--- src/rtl/tmr_stat_pkg.sv ---
`timescale 1ns/1ps
package tmr_stat_pkg;
  localparam int STAT_W  = 32;
  localparam int NUM_CH  = 2;
  // bit positions decoded by software
  localparam int UPD_BIT = 0;
  localparam int CC_BIT0 = 1;
  localparam int COM_BIT = 5;
  localparam int TRG_BIT = 6;
  localparam int BRK_BIT = 7;
  localparam int OVC_BIT0 = 9;

  typedef struct packed {
    logic              setUpd;
    logic [NUM_CH-1:0] setCc;
    logic [NUM_CH-1:0] capIn;
    logic [NUM_CH-1:0] clrCcRd;
    logic              setCom;
    logic              setTrg;
    logic              setBrk;
    logic              brkHeld;
  } flagStb_t;
endpackage

--- src/rtl/tmr_stat_ctrl.sv ---
`timescale 1ns/1ps
module tmr_stat_ctrl
  import tmr_stat_pkg::*;
(
  input  logic              clk,
  input  logic              rstN,
  input  logic              ovfEvt,
  input  logic              repZero,
  input  logic              ugEvt,
  input  logic              trgReinit,
  input  logic              urs,
  input  logic              udis,
  input  logic [NUM_CH-1:0] chInMode,
  input  logic [NUM_CH-1:0] cmpMatch,
  input  logic [NUM_CH-1:0] ccrAboveArr,
  input  logic [NUM_CH-1:0] capEvt,
  input  logic [NUM_CH-1:0] ccrRead,
  input  logic              comEvt,
  input  logic              slaveEn,
  input  logic              gatedMode,
  input  logic              trgRise,
  input  logic              trgFall,
  input  logic              brkIn,
  output flagStb_t          stb
);
  logic ovfUpd;
  logic swUpd;
  logic [NUM_CH-1:0] outSet;
  logic [NUM_CH-1:0] inSet;

  // update qualification: overflow path and reinit path differ
  assign ovfUpd = ovfEvt & repZero & ~udis;
  assign swUpd  = (ugEvt | trgReinit) & ~urs & ~udis;

  for (genvar ch = 0; ch < NUM_CH; ch++) begin : g_chan
    assign outSet[ch] = ~chInMode[ch] &
                        (cmpMatch[ch] | (ccrAboveArr[ch] & ovfEvt));
    assign inSet[ch]  = chInMode[ch] & capEvt[ch];
  end

  always_comb begin
    stb         = '0;
    stb.setUpd  = ovfUpd | swUpd;
    stb.setCc   = outSet | inSet;
    stb.capIn   = inSet;
    stb.clrCcRd = chInMode & ccrRead;
    stb.setCom  = comEvt;
    stb.setTrg  = slaveEn & (trgRise | (gatedMode & trgFall));
    stb.setBrk  = brkIn;
    stb.brkHeld = brkIn;
  end

  AST_UPD_QUAL: assert property (@(posedge clk) disable iff (!rstN)
    stb.setUpd |-> !udis);

endmodule

--- src/rtl/tmr_stat_dp.sv ---
`timescale 1ns/1ps
module tmr_stat_dp
  import tmr_stat_pkg::*;
(
  input  logic              clk,
  input  logic              rstN,
  input  flagStb_t          stb,
  input  logic              wrEn,
  input  logic [STAT_W-1:0] wrData,
  input  logic [STAT_W-1:0] irqEn,
  output logic [STAT_W-1:0] status,
  output logic              irq
);
  localparam logic [STAT_W-1:0] CC_MASK  = STAT_W'(((1 << NUM_CH) - 1) << CC_BIT0);
  localparam logic [STAT_W-1:0] OVC_MASK = STAT_W'(((1 << NUM_CH) - 1) << OVC_BIT0);
  localparam logic [STAT_W-1:0] FLAG_MASK = CC_MASK | OVC_MASK |
    STAT_W'((1 << UPD_BIT) | (1 << COM_BIT) | (1 << TRG_BIT) | (1 << BRK_BIT));

  logic updQ, comQ, trgQ, brkQ;
  logic [NUM_CH-1:0] ccQ, ovcQ;
  logic [STAT_W-1:0] swClr;

  assign swClr = wrEn ? ~wrData : '0;

  // sticky flags: set term first so a colliding clear loses
  always_ff @(posedge clk) begin
    if (!rstN) begin
      updQ <= 1'b0;
      comQ <= 1'b0;
      trgQ <= 1'b0;
      brkQ <= 1'b0;
      ccQ  <= '0;
      ovcQ <= '0;
    end else begin
      updQ <= stb.setUpd | (updQ & ~swClr[UPD_BIT]);
      comQ <= stb.setCom | (comQ & ~swClr[COM_BIT]);
      trgQ <= stb.setTrg | (trgQ & ~swClr[TRG_BIT]);
      brkQ <= stb.setBrk | (brkQ & ~(swClr[BRK_BIT] & ~stb.brkHeld));
      for (int ch = 0; ch < NUM_CH; ch++) begin
        ccQ[ch]  <= stb.setCc[ch] |
                    (ccQ[ch] & ~swClr[CC_BIT0 + ch] & ~stb.clrCcRd[ch]);
        ovcQ[ch] <= (stb.capIn[ch] & ccQ[ch]) |
                    (ovcQ[ch] & ~swClr[OVC_BIT0 + ch]);
      end
    end
  end

  always_comb begin
    status          = '0;
    status[UPD_BIT] = updQ;
    status[COM_BIT] = comQ;
    status[TRG_BIT] = trgQ;
    status[BRK_BIT] = brkQ;
    for (int ch = 0; ch < NUM_CH; ch++) begin
      status[CC_BIT0 + ch]  = ccQ[ch];
      status[OVC_BIT0 + ch] = ovcQ[ch];
    end
  end

  assign irq = |(status & irqEn);

  AST_RSVD_ZERO: assert property (@(posedge clk) disable iff (!rstN)
    (status & ~FLAG_MASK) == '0);

  AST_BRK_STICKS: assert property (@(posedge clk) disable iff (!rstN)
    stb.brkHeld |=> status[BRK_BIT]);

  AST_SET_WINS: assert property (@(posedge clk) disable iff (!rstN)
    stb.setUpd |=> status[UPD_BIT]);

  for (genvar ch = 0; ch < NUM_CH; ch++) begin : g_chk
    AST_OVC_CAUSE: assert property (@(posedge clk) disable iff (!rstN)
      $rose(ovcQ[ch]) |-> $past(stb.capIn[ch]));
  end

endmodule

--- src/rtl/tmr_stat_flags.sv ---
`timescale 1ns/1ps
module tmr_stat_flags
  import tmr_stat_pkg::*;
(
  input  logic              clk,
  input  logic              rstN,
  input  logic              ovfEvt,
  input  logic              repZero,
  input  logic              ugEvt,
  input  logic              trgReinit,
  input  logic              urs,
  input  logic              udis,
  input  logic [NUM_CH-1:0] chInMode,
  input  logic [NUM_CH-1:0] cmpMatch,
  input  logic [NUM_CH-1:0] ccrAboveArr,
  input  logic [NUM_CH-1:0] capEvt,
  input  logic [NUM_CH-1:0] ccrRead,
  input  logic              comEvt,
  input  logic              slaveEn,
  input  logic              gatedMode,
  input  logic              trgRise,
  input  logic              trgFall,
  input  logic              brkIn,
  input  logic              wrEn,
  input  logic [STAT_W-1:0] wrData,
  input  logic [STAT_W-1:0] irqEn,
  output logic [STAT_W-1:0] status,
  output logic              irq
);
  flagStb_t stb;

  tmr_stat_ctrl i_ctrl (
    .clk(clk), .rstN(rstN), .ovfEvt(ovfEvt), .repZero(repZero),
    .ugEvt(ugEvt), .trgReinit(trgReinit), .urs(urs), .udis(udis),
    .chInMode(chInMode), .cmpMatch(cmpMatch), .ccrAboveArr(ccrAboveArr),
    .capEvt(capEvt), .ccrRead(ccrRead), .comEvt(comEvt),
    .slaveEn(slaveEn), .gatedMode(gatedMode), .trgRise(trgRise),
    .trgFall(trgFall), .brkIn(brkIn), .stb(stb)
  );

  tmr_stat_dp i_dp (
    .clk(clk), .rstN(rstN), .stb(stb), .wrEn(wrEn), .wrData(wrData),
    .irqEn(irqEn), .status(status), .irq(irq)
  );

endmodule

--- config.mk ---
export PLATFORM = sky130hd
export DESIGN_NAME = tmr_stat_flags
export DESIGN_NICKNAME = d
export VERILOG_FILES = /design/src/rtl/tmr_stat_pkg.sv /design/src/rtl/tmr_stat_ctrl.sv /design/src/rtl/tmr_stat_dp.sv /design/src/rtl/tmr_stat_flags.sv
export SDC_FILE = /design/constraint.sdc
export NUM_CORES = 1
export LEC_CHECK = 0
export ABC_AREA = 1
export BUFFER_PORTS_ARGS = -buffer_cell sky130_fd_sc_hd__buf_2
export CAP_MARGIN = 10
export CORE_UTILIZATION = 28
export DETAILED_ROUTE_END_ITERATION = 8
export PLACE_DENSITY_LB_ADDON = 0.08
export SYNTH_ARGS = -nofsm -noshare
export SYNTH_HDL_FRONTEND = slang
export SYNTH_SLANG_ARGS = --single-unit
--- constraint.sdc ---
create_clock -name clk -period 2.5 [get_ports clk]
set_input_delay 0.5 -clock clk [delete_from_list [all_inputs] [get_ports clk]]
set_output_delay 0.5 -clock clk [all_outputs]
set_load 0.01 [all_outputs]
==> flow_summary.toml <==
[critical_path]
worstPathRequired_ns = 2.00
start_kind = "input pin"
crit_path_end_kind = "output pin"
crit_arrival_ns = 1.12
cp_max_fo = 1
crit_type = "in2out"

[routing]
drt_pre_antenna_iters = 2
wl_mm = 1.441
drc = 0
routedWlPerCell_microns = 8.050
via_per_inst = 3.916
routed-via-count = 701
drt-initial-drc-count = 2
ant_nets = 0

[pwr]
power.switching_mw = 0.1027
power_leakage_nw = 0.5515
clockPowerShare_pct = 28.6
p_seq_share_pct = 42.3
power_density_nw_per_um2 = 401.2
p_comb_share_pct = 29.1
switching_share_pct = 30.39
max-vdd-ir-drop_mv = 0.2661
intPower_mw = 0.2351

[global_routing]
track_usage_pct = 11.53
grt_overflow_total = 0
grt_max_degree = 7
grt_antenna_before_repair = 0
grt_pass1_wl_mm = 2.180
grt_pass1_vias = 537

[cts]
clock-root-buffer = "clkbuf_4"
holdBufCountCts = 0
ctsHtreeMaxLevel = 1
clk_latency_ns = 0.25
cts_sinks = 8
cts_made_buffers = 3
clk_pin_slew_ns = 0.05
clk_path_buf_depth = 2
ctsResizeCount = 0
cts_tree = "yes"
post_cts_buffers = 0

[run_status]
status = "completed"

[place]
gp_congestion = 0.6444
dp_hpwl_mm = 1.277
io_buffers = 49
post_dp_cell_area_sq_um = 819.5

[floorplan]
core_area_sq_um = 2212
initial_utilization_pct = 29.98
die_w_microns = 50.67
dieArea_sq_um = 2567
rows = 17
ios = 122
die_h_microns = 50.67

[yosys]
ys_seq_area_share_pct = 24.15
synth_cell_type_count = 12
syn_avg_cell_area_sq_um = 6.376
yosysWarnings = 0
ys_ff_latch = 8
syn_inst = 104
synth_area_sq_um = 663.1

[timing]
setup_tns_ns = 0
rsz0062_at_grt = "no"
hold_viol = 0
finalCritPeriodShare_pct = 64.78
fmax_ghz = 0.6175
drv_slew = 0
fin_crit_ns = 1.619
finClkSkew_ns = 0.001921
setup_violations = 0

[finish]
design_area_sq_um = 842.1
antennaDiodeCount = 0
fillCellCount = 257
num-nets-final = 242
layout-drive-gt1-share_pct = 35.76
areaGrowthSynthToFinish_pct = 26.98

[flow_run]
maxCapViolCount = 0

[min_path]
hold_path_class = "reg2reg"
==> worst max-delay path: stages <==
cell and delay [ns]:
buf_2 0.10, nand2_1 0.07, nand4_1 0.09, or2_1 0.23, buf_2 0.14
==> power by group through the flow <==
stage / combinational (mW) / sequential [mW] / clock [mW]
global route: 0.113 / 0.144 / 0.110
global placement: 0.0986 / 0.146 / 0
finish: 0.0983 / 0.143 / 0.0965
detailed placement: 0.0994 / 0.146 / 0
floorplan: 0.0826 / 0.147 / 0
CTS: 0.0997 / 0.143 / 0.103
==> worst paths after layout <==
kind | from | slack, ns | depth (start not counted) | endpoint
setup / recovery | irqEn[6] | 0.88 | 5 | irq
hold / removal | i_dp.brkQ | 0.49 | 2 | i_dp.brkQ
setup reg to reg | i_dp.ccQ[1] | 1.82 | 4 | i_dp.ccQ[1]
hold reg to reg | i_dp.brkQ | 0.49 | 2 | i_dp.brkQ
==> layer usage <==
metal	global-route usage, %	vias up	wire (microns)
met5	0	-	0
met1	13.62	301	586
met2	18.67	36	709
met4	4.167	0	8
li1	-	362	-
met3	4.545	2	137
==> cell usage in the layout, fill, tap and decap left out, drive strengths merged <==
cell type	n
buf	49
nand2	25
conb	24
inv	18
nand3	9
dfxtp	8
o21ai	7
a21oi	5
clkbuf	3
nand4	2
or2	1
==> logic make-up (layout without fill, tap and decap cells) <==
family,after synthesis,count (layout),synth area share [%]
DFF,8,8,24.15
buffers and inverters,46,70,41.89
AOI/OAI and AO/OA,12,12,9.622
other,1,24,0.5655
and+or+nand+nor,37,37,23.77
==> cells in the mapped netlist <==
cell,n,area share [%]
buf_4,28,32
nand2_1,25,14
inv_1,17,9.6
nand3_1,9,6.8
dfxtp_1,8,24
o21ai_0,6,4.5
a21oi_1,5,3.8
nand4_1,2,1.9
conb_1,1,0.57
inv_2,1,0.57
o21ai_2,1,1.3
or2_1,1,0.94
==> flip-flops by register name, summed over array words and instances, names as in the netlist <==
signal     count
i_dp.ovcQ      2
i_dp.trgQ      1
i_dp.brkQ      1
i_dp.ccQ       2
i_dp.updQ      1
i_dp.comQ      1
==> per-stage QoR <==
stage          power (mW)  cells  setup WS, ns  utilization [%]  hold WS, ns
6_report           0.3378    179        0.8805            38.07       0.4862
4_1_cts            0.3461    179        0.8652            38.07       0.4775
3_3_place_gp       0.2443    176        0.8816            37.05       0.4702
5_1_grt            0.3673    179        0.8016            38.07       0.4746
2_1_floorplan      0.2292    127         1.122                -       0.4628
3_5_place_dp       0.2453    176        0.8655            37.05       0.4828
==> layout make-up <==
cell class / instances / area, sq um / share of cell area [%]
sequential: 8 / 160.2 / 19.02
inverter: 18 / 67.56 / 8.024
multi-input combinational: 73 / 311.5 / 37.00
timing repair buffer: 49 / 245.2 / 29.12
tap: 28 / 35.03 / 4.160
clock buffer: 3 / 22.52 / 2.675
Power figures use the tool's default switching activity.
